`src/rtl/rfi_pkg.sv`:
```
package rfi_pkg;
  typedef enum logic [1:0] {
    CAUSE_NONE = 2'd0,
    CAUSE_REFL = 2'd1,
    CAUSE_VAC  = 2'd2
  } cause_e;
endpackage

```
`src/rtl/rfi_vac_monitor.sv`:
```
module rfi_vac_monitor #(
  parameter int PRES_W   = 16,
  parameter int DEF_TRIP = 100,
  parameter int DEF_REC  = 50
) (
  input  logic              clk,
  input  logic              rst_n,
  input  logic              cfg_we,
  input  logic [PRES_W-1:0] cfg_trip,
  input  logic [PRES_W-1:0] cfg_rec,
  input  logic [PRES_W-1:0] pressure,
  output logic              degraded
);
  localparam logic [PRES_W-1:0] TRIP_RST = PRES_W'(DEF_TRIP);
  localparam logic [PRES_W-1:0] REC_RST  = PRES_W'(DEF_REC);

  logic [PRES_W-1:0] trip_lvl;
  logic [PRES_W-1:0] rec_lvl;
  logic              above_trip;
  logic              below_rec;

  always_ff @(posedge clk or negedge rst_n) begin
    if (!rst_n) begin
      trip_lvl <= TRIP_RST;
      rec_lvl  <= REC_RST;
    end else if (cfg_we) begin
      trip_lvl <= cfg_trip;
      rec_lvl  <= cfg_rec;
    end
  end

  assign above_trip = pressure > trip_lvl;
  assign below_rec  = pressure < rec_lvl;

  always_ff @(posedge clk or negedge rst_n) begin
    if (!rst_n)          degraded <= 1'b0;
    else if (above_trip) degraded <= 1'b1;
    else if (below_rec)  degraded <= 1'b0;
  end

  AST_DEGRADE_SET: assert property (@(posedge clk) disable iff (!rst_n)
    $rose(degraded) |-> $past(pressure > trip_lvl));
  AST_DEGRADE_CLEAR: assert property (@(posedge clk) disable iff (!rst_n)
    $fell(degraded) |-> $past(pressure < rec_lvl));
endmodule

```
`src/rtl/rfi_bd_tracker.sv`:
```
module rfi_bd_tracker #(
  parameter int AMP_W = 12,
  parameter int CNT_W = 8
) (
  input  logic             clk,
  input  logic             rst_n,
  input  logic             in_valid,
  input  logic [AMP_W-1:0] in_amp,
  input  logic [AMP_W-1:0] bd_thr,
  input  logic             cnt_clear,
  input  logic             cap_ready,
  output logic             in_ready,
  output logic             accept,
  output logic [CNT_W-1:0] count,
  output logic             cap_valid,
  output logic [AMP_W-1:0] cap_amp
);
  localparam logic [CNT_W-1:0] CNT_MAX = {CNT_W{1'b1}};

  logic bd_hit;

  assign in_ready = !cap_valid || cap_ready;
  assign accept   = in_valid && in_ready;
  assign bd_hit   = accept && (in_amp > bd_thr);

  always_ff @(posedge clk or negedge rst_n) begin
    if (!rst_n)                          count <= '0;
    else if (cnt_clear)                  count <= '0;
    else if (bd_hit && count != CNT_MAX) count <= count + 1'b1;
  end

  always_ff @(posedge clk or negedge rst_n) begin
    if (!rst_n) begin
      cap_valid <= 1'b0;
      cap_amp   <= '0;
    end else if (bd_hit) begin
      cap_valid <= 1'b1;
      cap_amp   <= in_amp;
    end else if (cap_ready) begin
      cap_valid <= 1'b0;
    end
  end

  AST_CAP_HOLD: assert property (@(posedge clk) disable iff (!rst_n)
    (cap_valid && !cap_ready) |=> (cap_valid && $stable(cap_amp)));
  AST_CNT_SATURATE: assert property (@(posedge clk) disable iff (!rst_n)
    ((count == CNT_MAX) && !cnt_clear) |=> (count == CNT_MAX));
endmodule

```
`src/rtl/rfi_trip_ctrl.sv`:
```
module rfi_trip_ctrl
  import rfi_pkg::*;
(
  input  logic       clk,
  input  logic       rst_n,
  input  logic       fast_hit,
  input  logic       vac_cond,
  input  logic       vac_degraded,
  input  logic       clr,
  output logic       clr_ok,
  output logic       kill,
  output logic [1:0] cause
);
  logic   fast_lat;
  logic   vac_lat;
  cause_e cause_q;

  assign clr_ok = clr && !fast_hit && !vac_cond;
  assign kill   = fast_lat || vac_lat || fast_hit || vac_cond;
  assign cause  = cause_q;

  always_ff @(posedge clk or negedge rst_n) begin
    if (!rst_n)        fast_lat <= 1'b0;
    else if (fast_hit) fast_lat <= 1'b1;
    else if (clr_ok)   fast_lat <= 1'b0;
  end

  always_ff @(posedge clk or negedge rst_n) begin
    if (!rst_n) vac_lat <= 1'b0;
    else        vac_lat <= vac_cond || (vac_lat && vac_degraded);
  end

  always_ff @(posedge clk or negedge rst_n) begin
    if (!rst_n)                      cause_q <= CAUSE_NONE;
    else if (fast_hit && !fast_lat)  cause_q <= CAUSE_REFL;
    else if (vac_cond && !vac_lat)   cause_q <= CAUSE_VAC;
  end

  AST_REFL_CAUSE: assert property (@(posedge clk) disable iff (!rst_n)
    $rose(fast_lat) |-> (cause_q == CAUSE_REFL));
  AST_REFL_RELEASE: assert property (@(posedge clk) disable iff (!rst_n)
    $fell(fast_lat) |-> $past(clr));
  AST_VAC_HOLD: assert property (@(posedge clk) disable iff (!rst_n)
    (vac_lat && vac_degraded) |=> vac_lat);
endmodule

```
`src/rtl/rf_interlock.sv`:
```
module rf_interlock #(
  parameter int AMP_W    = 12,
  parameter int CNT_W    = 8,
  parameter int PRES_W   = 16,
  parameter int DAC_W    = 14,
  parameter int DEF_TRIP = 100,
  parameter int DEF_REC  = 50
) (
  input  logic              clk,
  input  logic              rst_n,
  input  logic              in_valid,
  output logic              in_ready,
  input  logic [AMP_W-1:0]  in_amp,
  input  logic [AMP_W-1:0]  bd_thr,
  input  logic [AMP_W-1:0]  trip_thr,
  input  logic [CNT_W-1:0]  cnt_limit,
  output logic [CNT_W-1:0]  bd_count,
  input  logic [PRES_W-1:0] pressure,
  input  logic              cfg_we,
  input  logic [PRES_W-1:0] cfg_trip,
  input  logic [PRES_W-1:0] cfg_rec,
  output logic              vac_degraded,
  input  logic              clr,
  input  logic [DAC_W-1:0]  dac_in,
  output logic [DAC_W-1:0]  dac_out,
  output logic              kill,
  output logic [1:0]        trip_cause,
  output logic              cap_valid,
  input  logic              cap_ready,
  output logic [AMP_W-1:0]  cap_amp
);
  logic accept;
  logic fast_hit;
  logic vac_cond;
  logic clr_ok;

  rfi_vac_monitor #(
    .PRES_W(PRES_W), .DEF_TRIP(DEF_TRIP), .DEF_REC(DEF_REC)
  ) u_vac (
    .clk(clk), .rst_n(rst_n), .cfg_we(cfg_we), .cfg_trip(cfg_trip),
    .cfg_rec(cfg_rec), .pressure(pressure), .degraded(vac_degraded)
  );

  rfi_bd_tracker #(.AMP_W(AMP_W), .CNT_W(CNT_W)) u_bd (
    .clk(clk), .rst_n(rst_n), .in_valid(in_valid), .in_amp(in_amp),
    .bd_thr(bd_thr), .cnt_clear(clr_ok), .cap_ready(cap_ready),
    .in_ready(in_ready), .accept(accept), .count(bd_count),
    .cap_valid(cap_valid), .cap_amp(cap_amp)
  );

  assign fast_hit = accept && (in_amp > trip_thr);
  assign vac_cond = vac_degraded && (bd_count > cnt_limit);

  rfi_trip_ctrl u_trip (
    .clk(clk), .rst_n(rst_n), .fast_hit(fast_hit), .vac_cond(vac_cond),
    .vac_degraded(vac_degraded), .clr(clr), .clr_ok(clr_ok),
    .kill(kill), .cause(trip_cause)
  );

  assign dac_out = kill ? '0 : dac_in;

  AST_VAC_KILL: assert property (@(posedge clk) disable iff (!rst_n)
    (vac_degraded && (bd_count > cnt_limit)) |-> (dac_out == '0));
endmodule

```
`config.mk`:
```
export PLATFORM = sky130hd
export DESIGN_NAME = rf_interlock
export DESIGN_NICKNAME = d
export VERILOG_FILES = /design/src/rtl/rfi_pkg.sv /design/src/rtl/rfi_vac_monitor.sv /design/src/rtl/rfi_bd_tracker.sv /design/src/rtl/rfi_trip_ctrl.sv /design/src/rtl/rf_interlock.sv
export SDC_FILE = /design/constraint.sdc
export NUM_CORES = 1
export LEC_CHECK = 0
export ABC_AREA = 0
export ABC_CLOCK_PERIOD_IN_PS = 5130
export BUFFER_PORTS_ARGS = -buffer_cell sky130_fd_sc_hd__buf_2
export CORE_UTILIZATION = 43
export CTS_CLUSTER_SIZE = 28
export DETAILED_ROUTE_END_ITERATION = 6
export PLACE_DENSITY = 0.77
export REMOVE_ABC_BUFFERS = 1
export SLEW_MARGIN = 20
export SYNTH_ARGS = -nofsm -noshare
export SYNTH_HDL_FRONTEND = slang
export SYNTH_SLANG_ARGS = --single-unit
export TNS_END_PERCENT = 30
```
`constraint.sdc`:
```
create_clock -name clk -period 5.13 [get_ports clk]
set_input_delay 0.513 -clock clk [delete_from_list [all_inputs] [get_ports clk]]
set_output_delay 0.513 -clock clk [all_outputs]
set_load 0.005 [all_outputs]
```
======== Word level (Yosys, flattened, before mapping) ========
Cells that the tools add are included.
cells by class
  add/sub/neg operators ................... 1
  order comparisons ....................... 5
  equal/unequal tests ..................... 1
  mux-type cells .......................... 11
  reduce and logical (&&, ||, !) cells .... 25
operator list
  kind                   count
  $gt A12 B12 Y1         2
  $gt A16 B16 Y1         1
  $lt A16 B16 Y1         1
  $mux W8                2
  $mux W14               1
  $logic_and A1 B1 Y1    10
  $reduce_bool A2 Y1     5
  $add A8 B1 Y8 const B  1
  $gt A8 B8 Y1           1
  $ne A8 B8 Y1 const B   1
  $mux W1                6
  $logic_not A1 Y1       5
  $logic_or A1 B1 Y1     5
  $mux W2                2
storage, ports and cells
  bits in registers ....................... 58
  input bits .............................. 112
  output and inout bits ................... 40
  word-level logic and storage cells ...... 52

======== Longest topological paths before layout ========
  depth in word-level cells ............... 9
  depth in mapped cells ................... 9
  gate-level depth less buffers ........... 8

======== Hierarchy ========
From an unflattened synthesis, not the netlist that was laid out.
second synthesis, totals
  cells, all modules ...................... 430
  area total of the unflattened synthesis .. 3995.1 µm²
modules (own cells, without submodules)
  module           times used  cells an instance  area an instance (µm²)  sequential area each (µm²)
  rfi_vac_monitor  1           211                1933.1                  833.3
  rfi_bd_tracker   1           122                1293.7                  525.5
  rf_interlock     1           83                 599.3                   0.0
  rfi_trip_ctrl    1           14                 168.9                   100.1

======== Worst setup path after synthesis ========
No wires, ideal clock.
  path type ............................... input -> output
  start point ............................. input cnt_limit[7]
  end point ............................... output dac_out[10]
  arrival time ............................ 1.959 ns
  data required time ...................... 4.617 ns
  setup slack ............................. 2.658 ns
  cell stages on the path ................. 9
  buffers on the path ..................... 1
  path through ............................ inv_1 > ha_1 > a21oi_1 > o21ai_0 > o211ai_2 > nand2b_1 > nor3_2 > buf_2 > and2_1
on the way
  longest elaborated chain between the ends .. 4
RTL lines
  item                 line                 text
  from (decl)          rf_interlock.sv:16   input logic [CNT_W-1:0] cnt_limit,
  $gt A8 B8 Y1         rf_interlock.sv:52   assign vac_cond = vac_degraded && (bd_count > cnt_limit);
  $logic_and A1 B1 Y1  rf_interlock.sv:52
  $logic_or A1 B1 Y1   rfi_trip_ctrl.sv:19  assign kill = fast_lat || vac_lat || fast_hit || vac_cond;
  $mux W14             rf_interlock.sv:60   assign dac_out = kill ? '0 : dac_in;
  to (decl)            rf_interlock.sv:25   output logic [DAC_W-1:0] dac_out,
No other way between the ends.

======== Worst setup path after layout ========
  start point ............................. register u_bd.count[7]
  end point ............................... output dac_out[9]
on the way
  longest elaborated chain between the ends .. 4
RTL lines
  item                    line                  text
  from (decl)             rfi_bd_tracker.sv:14  output logic [CNT_W-1:0] count,
  from (signal assigned)  rfi_bd_tracker.sv:29  else if (bd_hit && count != CNT_MAX) count <= count + 1'b1;
  $gt A8 B8 Y1            rf_interlock.sv:52
  $logic_and A1 B1 Y1     rf_interlock.sv:52
  $logic_or A1 B1 Y1      rfi_trip_ctrl.sv:19
  $mux W14                rf_interlock.sv:60
No other way between the ends.

==> out/qor.yml <==
worst_setup_path:
  crit_path_cell_trace: "ha_1 -> a21oi_1 -> o21ai_0 -> o211ai_2 -> nand2b_1 -> nor3_2 -> and2_1 -> buf_2"
  slowest_stage: "nor3_2"
  crit_path_end_kind: "output pin"
  cpPeakStageDelay_ps: 510
  reg2reg_to: "u_bd.count[3]$_DFFE_PN0P_"
  cp_data_required_time_ps: 4620
  crit_fanout: 15
  critical_path_startpoint_category: "flop"
  worstSetupStartpoint: "u_bd.count[7]$_DFFE_PN0P_"
  rr_worst_depth: 7
  crit-reg2reg-launch: "u_bd.count[7]$_DFFE_PN0P_"
  crit_arrival_ps: 2660
  endpoint_of_the_most_critical_setup_path: "dac_out[9]"
  timing_worst_setup_path_type: "reg2out"
  regToRegSetupSlack_ps: 2920
timing:
  timing.final.hold_violations: 0
  final-max-slew-violation-count: 0
  finalWorstSetupSlack_ps: 1960
  setup_violations: 0
  timing.fmax_mhz: 315
  worst-slew-pin-transition_ps: 883
  clock-skew-final_ps: 6.13
  period_share_pct: 61.8
  fin_setup_tns_ps: 0
  unrepaired_setup_endpoints_after_global_routing: "false"
  period_needed_ps: 3170
  max-slew-margin-rel_pct: 41.1
logic_synthesis:
  synthCells: 437
  synth_enable_flop_cells: 0
  ys.flop_type: "dfrtp_1"
  avgSynthCellArea_um2: 9.03
  synthDistinctLibCells: 41
  yosysWarningCount: 0
  most_frequent_cell_after_synthesis: "inv_1"
  synthesis.area_mm2: 0.00395
  number_of_register_bits_inferred_by_synthesis: 58
  synth-async-reset-ratio_pct: 100
  synth_area_leaders: "dfrtp_1 33%, ha_1 20%, inv_1 6.8%, o21ai_0 5.7%, nand2_1 4.2%"
  synth_commonest_cells: "71 x inv_1, 64 x ha_1, 52 x dfrtp_1, 45 x o21ai_0, 44 x nand2_1"
  portion_of_the_post_synthesis_area_used_by_sequential_elements_pct: 37.0
  synth_top_area_share_pct: 33.0
  synth_area_leader_cell: "dfrtp_1"
pwr:
  seq_power_share_pct: 39.9
  switchingPower_mw: 0.380
  totalPowerFinal_mw: 1.36
  swShare_pct: 28.1
  cellLeakagePower_nw: 2.76
  power_density_mw_per_mm2: 270
  clock_power_share_pct: 35.1
  combPwrFrac_pct: 24.9
  ir_worst_vdd_mv: 0.173
  power.internal_mw: 0.975
clock_network:
  postCtsHoldBufs: 0
  cts_tree: "yes"
  root_cell_of_the_clock_tree: "clkbuf_8"
  cts_sinks: 58
  clk_latency_ps: 330
  max-clock-path-buffers: 2
  cts_buffers: 9
  cts_repair_resize_count: 0
  cts.clk_slew.worst_paths_ps: 70
  post_cts_buffers: 0
  cts_h_tree_lvls: 3
placement:
  place_ws_ps: 2180
  dp_hpwl_mm: 7.49
  io_buffer_count: 151
  routabilityCongestion: 0.886
  postPlaceCellArea_mm2: 0.00479
global_routing:
  grt_first_pass_wirelength_mm: 16.2
  number_of_global_route_vias_before_repair: 3804
  globalRouteOverflowTotal: 0
  grt_start_max_net_pins: 63
  antenna_found_initial: 0
  grt_usage_pct: 20.9
floorplanning:
  die_height_um: 97.8
  die_width_um: 97.8
  io_pins: 152
  placeableCoreArea_mm2: 0.00881
  starting_density_pct: 44.8
  dieArea_mm2: 0.00956
  core.rowCount: 34
final_layout:
  num-nets-final: 765
  layout.cell_area.non_filler_mm2: 0.00502
  seq_area_mm2: 0.00146
  filler_cell_count: 789
  layout-area-overhead-vs-synth_pct: 27.1
  multiInputGateArea_mm2: 0.00217
  n_antenna_cell: 0
  finalCoreUtilization_pct: 57.0
  layout_cells_sized_above_1_pct: 32.3
route:
  routed_wirelength_mm: 9.41
  drtAntennaViolNets: 0
  detail_route.vias_per_cell: 5.13
  firstDrtPassIters: 7
  number_of_design_rule_violations_left_after_detail_routing: 24
  routed-via-count: 3603
  avgRoutedWirePerCell_um: 13.4
  detail_route.iter0.violations: 121
job:
  max-cap-violations: 0
status:
  failed_checks: "DRC"
  status: "finished with violations"
worst_hold_path:
  holdCritPathClass: "in2async"
-- cell usage in the layout (no fill, tap or decap), types with 3 or more instances in the layout --
cell,n
and4_1,3
nand2_1,44
mux2_2,14
a31oi_1,5
nor3_1,4
nand2b_1,5
a311oi_1,3
a21oi_1,24
buf_2,151
ha_1,64
nand3_1,8
inv_1,71
a21o_1,6
o21a_1,5
clkbuf_8,14
o21ai_0,45
and2_1,20
dfrtp_1,52
nor2b_1,4
nand4_1,10
nor2_1,11
dfstp_2,6
-- critical path: cells and delay by family, from the launching register on --
family	cells	cell delay, ps
compound gates	3	570
fa+ha+maj	1	340
buf+inv	1	110
flops	1	460
simple gates	3	840
-- kinds of logic (layout without fill, tap and decap cells) --
group | Yosys count | count (layout) | share of synthesized area [%]
multiplexers | 14 | 14 | 4.00
AND/OR/NAND/NOR | 114 | 114 | 14.6
adder cells (fa/ha/maj) | 64 | 64 | 20.3
buffers and inverters | 82 | 239 | 8.12
AO/OA/AOI/OAI | 105 | 105 | 16.0
flip-flops | 58 | 58 | 37.0
-- per-stage QoR --
stage	cells	hold slack, ps
finish	702	330
floorplan	426	217
global placement	686	480
global route	702	374
CTS	702	354
detailed placement	686	491
-- layout make-up --
cell class,count,share of cell area [%]
Clock buffer,15,3.92
Inverter,71,5.31
Tap cell,108,2.69
Timing Repair Buffer,152,15.2
Multi-Input combinational cell,297,43.2
Sequential cell,58,29.1
Clock inverter,1,0.599
-- worst min path at each step --
stage	from	depth (start not counted)	slack, ps	end
after floorplan	rst_n	0	220	u_bd.cap_amp[0]$_DFFE_PN0P_
after global placement	u_trip.cause[1]$_DFFE_PN0P_	1	480	u_trip.cause[1]$_DFFE_PN0P_
after CTS	rst_n	2	350	u_bd.cap_valid$_DFFE_PN0P_
final	rst_n	2	330	u_bd.count[6]$_DFFE_PN0P_
after global routing	cfg_trip[15]	3	370	u_vac.trip_lvl[15]$_DFFE_PN0P_
after detailed placement	u_bd.cap_amp[10]$_DFFE_PN0P_	1	490	u_bd.cap_amp[10]$_DFFE_PN0P_
-- sequential cells by signal (all words and copies together), names as in the netlist --
name / flops
u_vac.rec_lvl: 16
u_vac.trip_lvl: 16
u_bd.cap_amp: 12
u_bd.count: 8
u_trip.cause: 2
u_bd.cap_valid: 1
u_trip.fast_lat: 1
u_trip.vac_lat: 1
u_vac.degraded: 1
-- power by group through the flow --
stage               clock, mW  sequential, mW  combinational [mW]
CTS                     0.490           0.543               0.342
detailed placement          0           0.551               0.341
global placement            0           0.548               0.324
floorplan                   0           0.550               0.180
finish                  0.476           0.542               0.338
global route            0.512           0.549               0.385
-- routing by layer --
layer | global-route usage (%) | part of all wire, % | wire length [µm] | vias to the layer above
li1 | - | - | - | 1805
met1 | 23.8 | 43 | 4050 | 1678
met2 | 38.4 | 50 | 4670 | 107
met3 | 5.37 | 5.7 | 539 | 13
met4 | 5.94 | 1.6 | 150 | 0
met5 | 0 | 0 | 0 | -
Note: power is estimated with default switching activity, not from simulation.
